[src/rtl/fc_pkg.sv]
package fc_pkg;
  localparam int CHAR_W = 8;

  localparam logic [2:0] ADDR_FEAT = 3'd0;
  localparam logic [2:0] ADDR_TRIG = 3'd1;
  localparam logic [2:0] ADDR_ON1  = 3'd2;
  localparam logic [2:0] ADDR_ON2  = 3'd3;
  localparam logic [2:0] ADDR_OFF1 = 3'd4;
  localparam logic [2:0] ADDR_OFF2 = 3'd5;
  localparam logic [2:0] ADDR_SPEC = 3'd6;

  localparam logic [7:0] ON1_RST  = 8'h11;
  localparam logic [7:0] OFF1_RST = 8'h13;

  typedef struct packed {
    logic cts_en;
    logic rts_en;
    logic spec_en;
    logic dual;
    logic rx_sw;
    logic tx_sw;
  } feat_t;

  typedef enum logic [1:0] {
    CTL_IDLE   = 2'd0,
    CTL_FIRST  = 2'd1,
    CTL_SECOND = 2'd2
  } ctl_state_e;
endpackage

[src/rtl/fc_cfg_regs.sv]
module fc_cfg_regs
  import fc_pkg::*;
#(
  parameter int DEPTH = 32,
  parameter int LVL_W = $clog2(DEPTH + 1)
) (
  input  logic              clk,
  input  logic              rst_n,
  input  logic              cfg_we,
  input  logic [2:0]        cfg_addr,
  input  logic [7:0]        cfg_wdata,
  output feat_t             feat,
  output logic [LVL_W-1:0]  trig_level,
  output logic [7:0]        on1,
  output logic [7:0]        on2,
  output logic [7:0]        off1,
  output logic [7:0]        off2,
  output logic [7:0]        spec
);
  localparam logic [LVL_W-1:0] TRIG0 = LVL_W'(DEPTH / 4);
  localparam logic [LVL_W-1:0] TRIG1 = LVL_W'(DEPTH / 2);
  localparam logic [LVL_W-1:0] TRIG2 = LVL_W'((3 * DEPTH) / 4);
  localparam logic [LVL_W-1:0] TRIG3 = LVL_W'(DEPTH - 4);

  logic [5:0] feat_q, feat_d;
  logic [1:0] sel_q, sel_d;
  logic [7:0] on1_d, on2_d, off1_d, off2_d, spec_d;

  always_comb begin
    feat_d = feat_q;
    sel_d  = sel_q;
    on1_d  = on1;
    on2_d  = on2;
    off1_d = off1;
    off2_d = off2;
    spec_d = spec;
    if (cfg_we) begin
      case (cfg_addr)
        ADDR_FEAT: feat_d = cfg_wdata[5:0];
        ADDR_TRIG: sel_d  = cfg_wdata[1:0];
        ADDR_ON1:  on1_d  = cfg_wdata;
        ADDR_ON2:  on2_d  = cfg_wdata;
        ADDR_OFF1: off1_d = cfg_wdata;
        ADDR_OFF2: off2_d = cfg_wdata;
        ADDR_SPEC: spec_d = cfg_wdata;
        default: ;
      endcase
    end
  end

  always_ff @(posedge clk or negedge rst_n) begin
    if (!rst_n) begin
      feat_q <= '0;
      sel_q  <= '0;
      on1    <= ON1_RST;
      on2    <= '0;
      off1   <= OFF1_RST;
      off2   <= '0;
      spec   <= '0;
    end else begin
      feat_q <= feat_d;
      sel_q  <= sel_d;
      on1    <= on1_d;
      on2    <= on2_d;
      off1   <= off1_d;
      off2   <= off2_d;
      spec   <= spec_d;
    end
  end

  assign feat.tx_sw   = feat_q[0];
  assign feat.rx_sw   = feat_q[1];
  assign feat.dual    = feat_q[2];
  assign feat.spec_en = feat_q[3];
  assign feat.rts_en  = feat_q[4];
  assign feat.cts_en  = feat_q[5];

  always_comb begin
    case (sel_q)
      2'd0:    trig_level = TRIG0;
      2'd1:    trig_level = TRIG1;
      2'd2:    trig_level = TRIG2;
      default: trig_level = TRIG3;
    endcase
  end
endmodule

[src/rtl/fc_sync.sv]
module fc_sync #(
  parameter int   STAGES    = 2,
  parameter logic RESET_VAL = 1'b1
) (
  input  logic clk,
  input  logic rst_n,
  input  logic din,
  output logic dout
);
  logic [STAGES-1:0] chain_q;

  always_ff @(posedge clk or negedge rst_n) begin
    if (!rst_n) begin
      chain_q <= {STAGES{RESET_VAL}};
    end else begin
      chain_q[0] <= din;
      for (int i = 1; i < STAGES; i++) begin
        chain_q[i] <= chain_q[i-1];
      end
    end
  end

  assign dout = chain_q[STAGES-1];
endmodule

[src/rtl/fc_rts_ctrl.sv]
module fc_rts_ctrl #(
  parameter int LVL_W = 6
) (
  input  logic             clk,
  input  logic             rst_n,
  input  logic             rts_en,
  input  logic [LVL_W-1:0] level,
  input  logic [LVL_W-1:0] trig_level,
  output logic             rts_n
);
  logic rts_d;
  logic [LVL_W-1:0] low_mark;

  assign low_mark = trig_level - LVL_W'(1);

  always_comb begin
    rts_d = rts_n;
    if (!rts_en) begin
      rts_d = 1'b1;
    end else if (level >= trig_level) begin
      rts_d = 1'b1;
    end else if (level < low_mark) begin
      rts_d = 1'b0;
    end
  end

  always_ff @(posedge clk or negedge rst_n) begin
    if (!rst_n) rts_n <= 1'b1;
    else        rts_n <= rts_d;
  end
endmodule

[src/rtl/fc_rx_filter.sv]
module fc_rx_filter (
  input  logic       clk,
  input  logic       rst_n,
  input  logic       rx_sw,
  input  logic       dual,
  input  logic       spec_en,
  input  logic [7:0] on1,
  input  logic [7:0] on2,
  input  logic [7:0] off1,
  input  logic [7:0] off2,
  input  logic [7:0] spec,
  input  logic       rx_valid,
  input  logic [7:0] rx_char,
  output logic       store_valid,
  output logic [7:0] store_data,
  output logic       special_det,
  output logic       remote_halt
);
  logic       hold_v, hold_v_d;
  logic       hold_off, hold_off_d;
  logic [7:0] hold_c, hold_c_d;
  logic       rep_v, rep_v_d;
  logic [7:0] rep_c, rep_c_d;
  logic       halt_d;
  logic       st_v_d, sp_d;
  logic [7:0] st_c_d;
  logic       in_v;
  logic [7:0] in_c;

  assign in_v = rep_v | rx_valid;
  assign in_c = rep_v ? rep_c : rx_char;

  always_comb begin
    hold_v_d   = hold_v;
    hold_off_d = hold_off;
    hold_c_d   = hold_c;
    rep_v_d    = 1'b0;
    rep_c_d    = rep_c;
    halt_d     = remote_halt;
    st_v_d     = 1'b0;
    st_c_d     = store_data;

    if (hold_v && (!rx_sw || !dual)) begin
      st_v_d   = 1'b1;
      st_c_d   = hold_c;
      hold_v_d = 1'b0;
      rep_v_d  = in_v;
      rep_c_d  = in_c;
    end else if (in_v) begin
      if (!rx_sw) begin
        st_v_d = 1'b1;
        st_c_d = in_c;
      end else if (hold_v) begin
        hold_v_d = 1'b0;
        if (in_c == (hold_off ? off2 : on2)) begin
          halt_d = hold_off;
        end else begin
          st_v_d  = 1'b1;
          st_c_d  = hold_c;
          rep_v_d = 1'b1;
          rep_c_d = in_c;
        end
      end else if (in_c == off1) begin
        if (dual) begin
          hold_v_d   = 1'b1;
          hold_off_d = 1'b1;
          hold_c_d   = in_c;
        end else begin
          halt_d = 1'b1;
        end
      end else if (in_c == on1) begin
        if (dual) begin
          hold_v_d   = 1'b1;
          hold_off_d = 1'b0;
          hold_c_d   = in_c;
        end else begin
          halt_d = 1'b0;
        end
      end else begin
        st_v_d = 1'b1;
        st_c_d = in_c;
      end
    end

    if (!rx_sw) halt_d = 1'b0;
    sp_d = st_v_d && spec_en && (st_c_d == spec);
  end

  always_ff @(posedge clk or negedge rst_n) begin
    if (!rst_n) begin
      hold_v      <= 1'b0;
      hold_off    <= 1'b0;
      hold_c      <= '0;
      rep_v       <= 1'b0;
      rep_c       <= '0;
      remote_halt <= 1'b0;
      store_valid <= 1'b0;
      store_data  <= '0;
      special_det <= 1'b0;
    end else begin
      hold_v      <= hold_v_d;
      hold_off    <= hold_off_d;
      hold_c      <= hold_c_d;
      rep_v       <= rep_v_d;
      rep_c       <= rep_c_d;
      remote_halt <= halt_d;
      store_valid <= st_v_d;
      store_data  <= st_c_d;
      special_det <= sp_d;
    end
  end
endmodule

[src/rtl/fc_tx_arb.sv]
module fc_tx_arb
  import fc_pkg::*;
(
  input  logic       clk,
  input  logic       rst_n,
  input  logic       tx_sw,
  input  logic       dual,
  input  logic [7:0] on1,
  input  logic [7:0] on2,
  input  logic [7:0] off1,
  input  logic [7:0] off2,
  input  logic       above,
  input  logic       below,
  input  logic       cts_ok,
  input  logic       remote_halt,
  input  logic       shifter_busy,
  input  logic       fifo_valid,
  input  logic [7:0] fifo_data,
  output logic       load,
  output logic [7:0] data,
  output logic       pop
);
  ctl_state_e st_q, st_d;
  logic       off_q, off_d;
  logic       sent_q, sent_d;
  logic       load_d, pop_d;
  logic [7:0] data_d;
  logic       can_start, data_ok;

  assign can_start = !shifter_busy && !load && cts_ok;
  assign data_ok   = can_start && !remote_halt && fifo_valid;

  always_comb begin
    st_d   = st_q;
    off_d  = off_q;
    sent_d = sent_q;
    load_d = 1'b0;
    pop_d  = 1'b0;
    data_d = data;
    if (!tx_sw) begin
      st_d   = CTL_IDLE;
      sent_d = 1'b0;
      if (data_ok) begin
        load_d = 1'b1;
        pop_d  = 1'b1;
        data_d = fifo_data;
      end
    end else begin
      case (st_q)
        CTL_IDLE: begin
          if (!sent_q && above) begin
            st_d  = CTL_FIRST;
            off_d = 1'b1;
          end else if (sent_q && below) begin
            st_d  = CTL_FIRST;
            off_d = 1'b0;
          end else if (data_ok) begin
            load_d = 1'b1;
            pop_d  = 1'b1;
            data_d = fifo_data;
          end
        end
        CTL_FIRST: begin
          if (can_start) begin
            load_d = 1'b1;
            data_d = off_q ? off1 : on1;
            if (dual) begin
              st_d = CTL_SECOND;
            end else begin
              st_d   = CTL_IDLE;
              sent_d = off_q;
            end
          end
        end
        default: begin
          if (can_start) begin
            load_d = 1'b1;
            data_d = off_q ? off2 : on2;
            st_d   = CTL_IDLE;
            sent_d = off_q;
          end
        end
      endcase
    end
  end

  always_ff @(posedge clk or negedge rst_n) begin
    if (!rst_n) begin
      st_q   <= CTL_IDLE;
      off_q  <= 1'b0;
      sent_q <= 1'b0;
      load   <= 1'b0;
      pop    <= 1'b0;
      data   <= '0;
    end else begin
      st_q   <= st_d;
      off_q  <= off_d;
      sent_q <= sent_d;
      load   <= load_d;
      pop    <= pop_d;
      data   <= data_d;
    end
  end
endmodule

[src/rtl/auto_flow_ctrl.sv]
module auto_flow_ctrl
  import fc_pkg::*;
#(
  parameter int DEPTH = 32,
  parameter int SYNC_STAGES = 2,
  localparam int LVL_W = $clog2(DEPTH + 1)
) (
  input  logic             clk,
  input  logic             rst_n,
  input  logic             cfg_we,
  input  logic [2:0]       cfg_addr,
  input  logic [7:0]       cfg_wdata,
  input  logic [LVL_W-1:0] rx_level,
  input  logic             rx_valid,
  input  logic [7:0]       rx_char,
  output logic             rx_store_valid,
  output logic [7:0]       rx_store_data,
  output logic             special_det,
  input  logic             tx_fifo_valid,
  input  logic [7:0]       tx_fifo_data,
  output logic             tx_fifo_pop,
  input  logic             shifter_busy,
  output logic             shifter_load,
  output logic [7:0]       shifter_data,
  input  logic             cts_n,
  output logic             rts_n
);
  feat_t            feat;
  logic [LVL_W-1:0] trig_level;
  logic [7:0]       on1, on2, off1, off2, spec;
  logic             cts_s;
  logic             remote_halt;
  logic             above, below;

  fc_cfg_regs #(.DEPTH(DEPTH), .LVL_W(LVL_W)) u_cfg (
    .clk(clk), .rst_n(rst_n), .cfg_we(cfg_we), .cfg_addr(cfg_addr),
    .cfg_wdata(cfg_wdata), .feat(feat), .trig_level(trig_level),
    .on1(on1), .on2(on2), .off1(off1), .off2(off2), .spec(spec)
  );

  fc_sync #(.STAGES(SYNC_STAGES), .RESET_VAL(1'b1)) u_cts_sync (
    .clk(clk), .rst_n(rst_n), .din(cts_n), .dout(cts_s)
  );

  fc_rts_ctrl #(.LVL_W(LVL_W)) u_rts (
    .clk(clk), .rst_n(rst_n), .rts_en(feat.rts_en), .level(rx_level),
    .trig_level(trig_level), .rts_n(rts_n)
  );

  fc_rx_filter u_rx (
    .clk(clk), .rst_n(rst_n), .rx_sw(feat.rx_sw), .dual(feat.dual),
    .spec_en(feat.spec_en), .on1(on1), .on2(on2), .off1(off1), .off2(off2),
    .spec(spec), .rx_valid(rx_valid), .rx_char(rx_char),
    .store_valid(rx_store_valid), .store_data(rx_store_data),
    .special_det(special_det), .remote_halt(remote_halt)
  );

  assign above = rx_level >= trig_level;
  assign below = rx_level < trig_level;

  fc_tx_arb u_tx (
    .clk(clk), .rst_n(rst_n), .tx_sw(feat.tx_sw), .dual(feat.dual),
    .on1(on1), .on2(on2), .off1(off1), .off2(off2),
    .above(above), .below(below), .cts_ok(!feat.cts_en || !cts_s),
    .remote_halt(remote_halt), .shifter_busy(shifter_busy),
    .fifo_valid(tx_fifo_valid), .fifo_data(tx_fifo_data),
    .load(shifter_load), .data(shifter_data), .pop(tx_fifo_pop)
  );
endmodule

[config.mk]
export PLATFORM = sky130hd
export DESIGN_NAME = auto_flow_ctrl
export DESIGN_NICKNAME = d
export VERILOG_FILES = /design/src/rtl/fc_pkg.sv /design/src/rtl/fc_cfg_regs.sv /design/src/rtl/fc_sync.sv /design/src/rtl/fc_rts_ctrl.sv /design/src/rtl/fc_rx_filter.sv /design/src/rtl/fc_tx_arb.sv /design/src/rtl/auto_flow_ctrl.sv
export SDC_FILE = /design/constraint.sdc
export NUM_CORES = 1
export LEC_CHECK = 0
export ABC_AREA = 1
export BUFFER_PORTS_ARGS = -buffer_cell sky130_fd_sc_hd__buf_2
export CORE_MARGIN = 4
export CORE_UTILIZATION = 60
export DETAILED_ROUTE_END_ITERATION = 8
export PLACE_DENSITY_LB_ADDON = 0.1
export SETUP_SLACK_MARGIN = 0.02
export SYNTH_ARGS = -nofsm -noshare
export SYNTH_HDL_FRONTEND = slang
export SYNTH_SLANG_ARGS = --single-unit
[constraint.sdc]
create_clock -name clk -period 6.21 [get_ports clk]
set_clock_uncertainty 0.1 [all_clocks]
set_input_delay 0.9315 -clock clk [delete_from_list [all_inputs] [get_ports clk]]
set_output_delay 0.9315 -clock clk [all_outputs]
set_load 0.005 [all_outputs]
==> metrics.cfg, run 1 <==
[status]
status = completed

[floorplan]
die_h_microns = 104.7
num_rows = 35
die_w_microns = 104.7
start_util_pct = 61.26
die-area_sq_mm = 0.01095
core-area_sq_mm = 0.009153
ios = 61

[clock_tree]
cts_sinks = 95
clock-root-buffer = clkbuf_8
cts_tree = yes
cts_resized = 0
postCtsSetupRepairBufs = 0
clk_path_buf_depth = 2
clock_latency_ns = 0.37
clk_pin_slew_worst_paths_ns = 0.10
hold_buffers = 0
cts_made_buffers = 9
h-tree-depth = 3

[worst_hold_path]
min_to = u_cts_sync.chain_q[1]$_DFF_PN1_
timing.hold.worst.start = u_cts_sync.chain_q[0]$_DFF_PN1_
hold-path-cell-count = 0
hold_class = register to register

[synth]
synthTopCellsByArea = dfrtp_1, nand2_1, o21ai_0
yosysTopAreaCellShare_pct = 38.83
avgSynthCellArea_sq_um = 7.133
synth-async-reset-ratio_pct = 100.0
synth-main-ff-cell = dfrtp_1
synth-seq-cells = 95
yosysWarnings = 0
syn-num-nets = 834
yosys.area.top_type = dfrtp_1
syn_area_sq_mm = 0.005607
postSynthCellCount = 786
yosysSeqAreaShare_pct = 42.58
yosysUniqueCellTypes = 40
synth-edff-count = 0

[timing]
whs_ns = 0.2637
worstMarginPinSlew_ns = 0.9261
hold_violations = 0
maxSlewHeadroom_pct = 37.84
finalSetupTns_ns = 0
finalCritPeriodShare_pct = 47.70
min_period_ns = 2.962
rsz0062_at_grt = false
fmax_mhz = 337.6
finalSetupViolations = 0
setup_ws_ns = 3.248
slew_violations = 0

[worst_setup_path]
arrival_ns = 3.09
critPathKind = input port to register
cp-end-kind = register
critPathLaunchType = input port
cp_max_fo = 9
cp_data_required_time_ns = 6.34
rr_endpoint = u_rx.rep_c[6]$_DFFE_PN0P_
r2r-start = u_rx.rep_v$_DFF_PN0_
r2r_cells = 11
ff2ff_setup_slack_ns = 3.28

[global_route]
grtUsageMet1_pct = 37.25
grt_pass1_wl_microns = 24720
gr-usage-met2_pct = 46.40
grt_antenna_before_repair = 0
grt_max_degree = 71
overflow = 0
grt_pass1_vias = 4949
grt_busiest_layer = met2
grt_usage_pct = 28.34
grtUsageMet3_pct = 4.015

[final_layout]
num_antenna_cells = 0
final_cell_mix = nand2_1, inv_1, o21ai_0, dfrtp_1, buf_2
final_common_cell = nand2_1
num-fill-cells = 814
areaGrowthSynthToFinish_pct = 9.440
drive_above_1_share_pct = 14.35
final_cells = 954
final_nets = 886

[detailed_routing]
wirelength_microns = 15190
vias = 5312
postRouteAntennaNets = 0
wl_per_cell_microns = 15.93
first_pass_iters = 5
via_per_inst = 5.568
drc_errors = 0
drt_iter0_markers = 381

[placement]
portBuffers = 60
place_inst = 938
dp_slack_ns = 2.897
dp_hpwl_microns = 11380
place.gp.congestion = 0.9126

[power]
p_leak_nw = 3.222
ir_drop_uv = 224.5
power.density_mw_per_mm2 = 337.5
finalPower_mw = 2.071

[flow_run]
maxCapViolCount = 0

==> synth_stat cells (2+ instances only) <==
library cell    n
inv_2           5
nor4_1          2
dfrtp_1        87
nor2_4          5
o21bai_1        2
nand2_2        14
dfstp_2         8
nor2_1         30
inv_1         109
nand4_1         3
a32o_1          7
nand2_1       259
o21ai_1        17
buf_6           2
buf_2           2
nand3b_1        6
nor2_2          2
a21oi_1        25
o22ai_1        11
nand3_1        52
o21ai_0        95
nand2_4         3
clkbuf_1       13
ha_1            8
clkinv_1        4
==> metal layers <==
metal	wire length, microns	share of wire [%]
met4	678	4.5
met2	7279	48
met1	6313	42
met5	0	0
met3	920	6.1
==> registers in the layout, summed over array words and instances, names as in the netlist, 2 cells and up <==
name,count
u_cfg.feat,6
u_cfg.off1,8
u_cfg.off2,8
u_cfg.on1,8
u_cfg.on2,8
u_cfg.sel_q,2
u_cfg.spec,8
u_cts_sync.chain_q,2
u_rx.hold_c,8
u_rx.rep_c,8
u_rx.store_data,8
u_tx.data,8
u_tx.st_q,2
==> per-stage QoR <==
stage | area, sq um | util (%)
after global routing | 6136 | 67.04
after detailed placement | 5948 | 64.99
after floorplan | 5607 | -
after CTS | 6136 | 67.04
after global placement | 5948 | 64.99
final | 6136 | 67.04
==> cells by family (layout without fill, tap and decap cells) <==
kind of cell / after synthesis / count (layout) / synth area share (%)
AOI/OAI and AO/OA: 163 / 163 / 15.87
adders and majority gates: 8 / 8 / 1.785
buffers and inverters: 139 / 196 / 9.975
DFF: 95 / 95 / 42.58
and+or+nand+nor: 381 / 381 / 29.79
==> critical path: stages <==
cell,delay [ns]
buf_2,0.12
ha_1,0.28
inv_1,0.08
o21bai_1,0.06
a211oi_1,0.39
nand2_1,0.10
nand2_1,0.09
nand2_1,0.07
inv_1,0.06
nor2_1,0.06
clkinv_1,0.14
nand2_1,0.09
a21oi_1,0.46
o21ai_0,0.18
==> final cells by class <==
class                   count  area, sq um  area share [%]
repair buffers             61        310.3           5.057
clock buffers               9        123.9           2.019
clock inverters             7        63.81           1.040
multi-input cells         552         2660           43.35
flip-flops and latches     95         2387           38.91
well taps                 111        138.9           2.263
inverters                 119        451.7           7.361
==> how the worst max path moves through the flow <==
stage                               startpoint                        end  slack [ns]  cells after the start
final                              rx_level[3]   u_tx.data[5]$_DFFE_PN0P_        3.25                     14
after global routing      u_rx.rep_v$_DFF_PN0_  u_rx.rep_c[4]$_DFFE_PN0P_        2.93                     11
after CTS                          rx_level[3]   u_tx.data[5]$_DFFE_PN0P_        3.29                     14
after detailed placement           rx_level[3]   u_tx.data[1]$_DFFE_PN0P_        2.90                     14
after global placement             rx_level[3]   u_tx.data[1]$_DFFE_PN0P_        3.07                     14
after floorplan                    rx_level[3]   u_tx.data[0]$_DFFE_PN0P_        3.43                     13
==> report_power, final <==
group          switching (mW)  total, mW  internal (mW)  leakage (nW)
clock                   0.250      0.405          0.156        0.0956
sequential              0.175      0.950          0.775          1.18
combinational           0.453      0.716          0.263          1.95
Power figures use the tool's default switching activity.
==> run 2: changes to the inputs <==
- CORE_UTILIZATION: 60 -> 59
- clock period: 6.21 -> 3.1 ns (I/O delays scaled with it)
==> run 2 against run 1 <==
First-iteration DRC count rose by 15%. Global-route usage down 0.14 points. Total power up 99%. Clock power up 96%. Combinational power increased by 100%. Die area rose by 1.6%. Count of clock-buffer cells in the layout unchanged. Hold slack lost 0.18 ns. Wire length is 0.55% lower. Setup slack got worse by 2.9 ns. Utilization fell by 0.094 points. Largest power group unchanged.
==> metrics.cfg, run 2 (synthesized netlist as in run 1, its figures left out) <==
[status]
status = completed  ; unchanged

[timing]
finalCritPeriodShare_pct = 89.87
maxSlewHeadroom_pct = 26.31  ; was 37.84%
finalSetupTns_ns = 0  ; unchanged
min_period_ns = 2.786
rsz0062_at_grt = false  ; unchanged
slew_violations = 0  ; unchanged
hold_violations = 0  ; unchanged
finalSetupViolations = 0  ; unchanged
fmax_mhz = 358.9
whs_ns = 0.07985  ; was 0.2637 ns
setup_ws_ns = 0.3140  ; was 3.248 ns
worstMarginPinSlew_ns = 1.105  ; was 0.9261 ns

[clock_tree]
clock-root-buffer = clkbuf_8  ; unchanged
hold_buffers = 0  ; unchanged
clk_path_buf_depth = 2  ; unchanged
clock_latency_ns = 0.38  ; was 0.37 ns
h-tree-depth = 3  ; unchanged
cts_tree = yes  ; unchanged
cts_sinks = 95  ; unchanged
cts_resized = 0  ; unchanged
clk_pin_slew_worst_paths_ns = 0.10  ; about the same
cts_made_buffers = 9  ; unchanged
postCtsSetupRepairBufs = 0  ; unchanged

[global_route]
grt_max_degree = 87  ; was 71
grt_pass1_vias = 4955  ; was 4949
grt_antenna_before_repair = 0  ; unchanged
grt_pass1_wl_microns = 24900  ; was 24720 microns
grt_usage_pct = 28.20  ; was 28.34%
overflow = 0  ; unchanged

[detailed_routing]
vias = 5244  ; was 5312
wirelength_microns = 15110  ; was 15190 microns
drc_errors = 0  ; unchanged
wl_per_cell_microns = 15.48  ; was 15.93 microns
drt_iter0_markers = 437  ; was 381
first_pass_iters = 5  ; unchanged
postRouteAntennaNets = 0  ; unchanged
via_per_inst = 5.373  ; was 5.568

[worst_setup_path]
cp_data_required_time_ns = 3.24  ; was 6.34 ns
critPathKind = register to register  ; was input port to register
arrival_ns = 2.93  ; was 3.09 ns
cp_max_fo = 9  ; unchanged
ff2ff_setup_slack_ns = 0.31  ; was 3.28 ns
cp-end-kind = register  ; unchanged
critPathLaunchType = register  ; was input port

[power]
ir_drop_uv = 551.7  ; was 224.5 uV
power.density_mw_per_mm2 = 667.8  ; was 337.5 mW/mm^2
p_leak_nw = 3.235  ; was 3.222 nW
finalPower_mw = 4.131  ; was 2.071 mW

[floorplan]
ios = 61  ; unchanged
die_h_microns = 105.5  ; was 104.7 microns
start_util_pct = 60.68  ; was 61.26%
num_rows = 35  ; unchanged
die-area_sq_mm = 0.01113  ; was 0.01095 sq mm
die_w_microns = 105.5  ; was 104.7 microns
core-area_sq_mm = 0.009240  ; was 0.009153 sq mm

[flow_run]
maxCapViolCount = 0  ; unchanged

[final_layout]
areaGrowthSynthToFinish_pct = 10.33  ; was 9.440%
final_common_cell = nand2_1  ; unchanged
num_antenna_cells = 0  ; unchanged
fin_area_sq_mm = 0.006186  ; was 0.006136 sq mm
final_nets = 890  ; was 886
num-fill-cells = 848  ; was 814
final_cell_mix = nand2_1, inv_1, o21ai_0, dfrtp_1, buf_2  ; unchanged
drive_above_1_share_pct = 14.76  ; was 14.35%

[placement]
place.gp.congestion = 0.9644  ; was 0.9126
postPlaceCellArea_sq_mm = 0.006001  ; was 0.005948 sq mm
dp_hpwl_microns = 11430  ; was 11380 microns
dp_slack_ns = 0.2810  ; was 2.897 ns
portBuffers = 60  ; unchanged

[worst_hold_path]
hold_class = input port to register  ; was register to register

-- run 2: cell types whose count changed in the layout (fill, tap and decap cells not counted) --
cell and change:
buf_4 +4, clkinv_2 -1, clkinvlp_4 +1, inv_6 +2
inv_8 -2
-- run 2: critical path, cell delays in order, from the launching register on --
cell,delay (ns)
dfrtp_1,0.40
inv_1,0.07
nor2_1,0.14
ha_1,0.25
inv_1,0.08
o21bai_1,0.08
a211oi_1,0.36
nand2_1,0.10
nand2_1,0.09
nand2_1,0.06
inv_1,0.07
nor2_1,0.05
clkinv_1,0.13
nand2_1,0.09
a21oi_1,0.42
o21ai_0,0.16
-- run 2: power breakdown --
part           total, mW  internal (mW)  switching (mW)  leakage [nW]
sequential          1.88           1.55           0.326          1.18
combinational       1.46          0.534           0.925          1.97
clock              0.792          0.307           0.485        0.0888
-- run 2: final cells by class --
class	instances	area [sq um]	area share [%]
multi-input cells	552	2660	43.00
flip-flops and latches	95	2387	38.59
inverters	119	451.7	7.302
repair buffers	65	340.3	5.502
well taps	129	161.4	2.609
clock buffers	9	123.9	2.002
clock inverters	7	61.31	0.9911
-- run 2: path summary, 6_finish.rpt --
kind	startpoint	to	cells past startpoint
setup / recovery	u_cfg.sel_q[0]$_DFFE_PN0P_	u_tx.data[7]$_DFFE_PN0P_	15
hold / removal	cts_n	u_cts_sync.chain_q[0]$_DFF_PN1_	1
setup reg to reg	u_cfg.sel_q[0]$_DFFE_PN0P_	u_tx.data[7]$_DFFE_PN0P_	15
hold reg to reg	u_cts_sync.chain_q[0]$_DFF_PN1_	u_cts_sync.chain_q[1]$_DFF_PN1_	0
max in group asynchronous	rst_n	u_cfg.spec[1]$_DFFE_PN0P_	2
min in group asynchronous	rst_n	u_rx.rep_c[1]$_DFFE_PN0P_	1
-- run 2: routing by layer --
layer / part of all wire, % / vias up / GRT usage (%)
met5: 0 / - / 0
met1: 43 / 2402 / 37.20
met3: 6.3 / 29 / 5.266
met2: 49 / 177 / 47.45
met4: 2.2 / 0 / 8.060
li1: - / 2636 / -
-- run 2: per-stage QoR --
stage               util (%)  cells
CTS                    66.95    976
global placement       64.94    960
finish                 66.95    976
floorplan                  -    786
global route           66.95    976
detailed placement     64.94    960
==> run 3: changes to the inputs <==
- SETUP_SLACK_MARGIN: 0.02 -> default
- clock period: 3.1 -> 2.75 ns (I/O delays scaled with it)
==> run 3 against run 2 <==
Hold slack lost 0.047 ns. Sequential share of layout area shrank 0.72 points. First-iteration DRC count shrank 20%. Utilization grew 1.3 points. Critical path type unchanged. Setup slack lost 0.12 ns. Global-route usage grew 0.70 points. Die area is the same. Critical path depth grew 1.
==> metrics.cfg, run 3 (synthesized netlist as in run 1, its figures left out) <==
[timing]
hold_violations = 0  ; unchanged
finalCritPeriodShare_pct = 92.81  ; was 89.87%
maxSlewHeadroom_pct = 62.39  ; was 26.31%
worstMarginPinSlew_ns = 0.5610  ; was 1.105 ns
finalSetupViolations = 0  ; unchanged
finalSetupTns_ns = 0  ; unchanged
min_period_ns = 2.552  ; was 2.786 ns
slew_violations = 0  ; unchanged
fmax_mhz = 391.8  ; was 358.9 MHz

[worst_setup_path]
crit_top_cell = nand2_1  ; unchanged
startpoint = u_cfg.sel_q[0]$_DFFE_PN0P_  ; unchanged
cp_slowest_cell = dfrtp_1  ; was a21oi_1
r2r-start = u_cfg.sel_q[0]$_DFFE_PN0P_  ; unchanged
cp.depth = 16  ; was 15
critPathKind = register to register  ; unchanged
crit_family = simple AND/OR/NAND/NOR gates  ; was compound AO/OA/AOI/OAI gates
r2r_cells = 16  ; was 15
rr_endpoint = u_tx.data[7]$_DFFE_PN0P_  ; unchanged
arrival_ns = 2.74  ; was 2.93 ns
ff2ff_setup_slack_ns = 0.20  ; was 0.31 ns
critPathLaunchType = register  ; unchanged
cp_max_fo = 9  ; unchanged
cp_data_required_time_ns = 2.94  ; was 3.24 ns
cpPeakStageDelay_ns = 0.43  ; was 0.42 ns
worstPathBufferInverterCount = 5  ; was 4
cp_cell_sequence = nand2_1 > inv_1 > ha_1 > inv_1 > nor4_1 > nand3b_1 > nand2_1 > nand2_1 > nand2_1 > inv_1 > nor2_1 > clkinv_1 > nand2_1 > a21oi_1 > buf_4 > o21ai_0  ; was inv_1 > nor2_1 > ha_1 > inv_1 > o21bai_1 > a211oi_1 > nand2_1 > nand2_1 > nand2_1 > inv_1 > nor2_1 > clkinv_1 > nand2_1 > a21oi_1 > o21ai_0
cp-end-kind = register  ; unchanged

[status]
status = completed  ; unchanged

[global_route]
overflow = 0  ; unchanged
grt_max_degree = 50  ; was 87
grt_usage_pct = 28.90  ; was 28.20%
grt_pass1_vias = 5120  ; was 4955
grt_pass1_wl_microns = 25410  ; was 24900 microns
grt_antenna_before_repair = 0  ; unchanged

[clock_tree]
cts_tree = yes  ; unchanged
clk_path_buf_depth = 2  ; unchanged
cts_made_buffers = 9  ; unchanged
h-tree-depth = 3  ; unchanged
postCtsSetupRepairBufs = 0  ; unchanged
cts_sinks = 95  ; unchanged
clock_latency_ns = 0.38  ; about the same
clk_pin_slew_worst_paths_ns = 0.11  ; was 0.10 ns
clock-root-buffer = clkbuf_8  ; unchanged

[detailed_routing]
via_per_inst = 5.497  ; was 5.373
first_pass_iters = 5  ; unchanged
wirelength_microns = 15780  ; was 15110 microns
wl_per_cell_microns = 16.05  ; was 15.48 microns
vias = 5404  ; was 5244
drt_iter0_markers = 348  ; was 437
postRouteAntennaNets = 0  ; unchanged
drc_errors = 0  ; unchanged

[final_layout]
num_antenna_cells = 0  ; unchanged
multi_input_comb_area_sq_mm = 0.002674  ; was 0.002660 sq mm
regArea_sq_mm = 0.002389  ; was 0.002387 sq mm
final_core_util_pct = 68.26  ; was 66.95%
final_cells = 983  ; was 976
areaGrowthSynthToFinish_pct = 12.50  ; was 10.33%
drive_above_1_share_pct = 15.81  ; was 14.76%
num-fill-cells = 789  ; was 848
final_common_cell = nand2_1  ; unchanged
final_nets = 897  ; was 890
final_cell_mix = nand2_1, inv_1, o21ai_0, dfrtp_1, buf_2  ; unchanged

[floorplan]
die_h_microns = 105.5  ; unchanged
ios = 61  ; unchanged
num_rows = 35  ; unchanged
start_util_pct = 60.68  ; unchanged
core-area_sq_mm = 0.009240  ; unchanged
die-area_sq_mm = 0.01113  ; unchanged
die_w_microns = 105.5  ; unchanged

[power]
power.density_mw_per_mm2 = 771.3  ; was 667.8 mW/mm^2
p_leak_nw = 3.297  ; was 3.235 nW
ir_drop_uv = 589.2  ; was 551.7 uV

[placement]
portBuffers = 60  ; unchanged
place.gp.congestion = 0.9374  ; was 0.9644
dp_hpwl_microns = 12120  ; was 11430 microns
place_inst = 966  ; was 960

[worst_hold_path]
timing.hold.worst.start = cts_n  ; unchanged
hold_class = input port to register  ; unchanged
hold-path-cell-count = 1  ; unchanged
min_to = u_cts_sync.chain_q[0]$_DFF_PN1_  ; unchanged

[flow_run]
maxCapViolCount = 0  ; unchanged

[run 3: metrics by stage]
step | area, sq um | power (mW) | worst slack (ns) | hold slack [ns]
floorplan | 5607 | 3.197 | 0.4060 | 0.01691
global placement | 6058 | 3.784 | 0.2179 | 0.1529
detailed placement | 6058 | 3.841 | 0.1426 | 0.1559
CTS | 6292 | 4.861 | 0.1022 | 0.02160
global route | 6307 | 5.211 | -0.003290 | 0.01500
finish | 6307 | 4.865 | 0.1978 | 0.03239
[run 3: layout make-up]
type	instances	area share (%)
Tap cell	129	2.559
Sequential cell	95	37.87
Clock buffer	9	1.964
Timing Repair Buffer	72	6.467
Clock inverter	7	1.587
Inverter	119	7.161
Multi-Input combinational cell	552	42.39
[run 3: where the power goes]
group          switching (mW)  internal [mW]
sequential              0.340           1.75
combinational            1.12          0.639
clock                   0.566          0.450
[run 3: repair_timing]
item	CTS	global route
gates resized for setup	0	4
hold buffers	1	0
hold endpoints to repair	9	0
endpoints found under the setup margin	0	13
[run 3: metal layers]
metal	global-route usage (%)	vias to the layer above	share of wire (%)	wire [microns]
met5	0	-	0	0
met4	11.43	0	3.3	522
met2	49.09	205	49	7776
met3	5.450	41	7.1	1119
met1	36.33	2508	40	6358
li1	-	2650	-	-
[run 3: worst max path at each step]
stage	to
2_1_floorplan	u_tx.data[0]$_DFFE_PN0P_
3_3_place_gp	u_rx.special_det$_DFF_PN0_
3_5_place_dp	u_rx.special_det$_DFF_PN0_
4_1_cts	u_tx.data[7]$_DFFE_PN0P_
5_1_grt	u_tx.data[7]$_DFFE_PN0P_
6_report	u_tx.data[7]$_DFFE_PN0P_
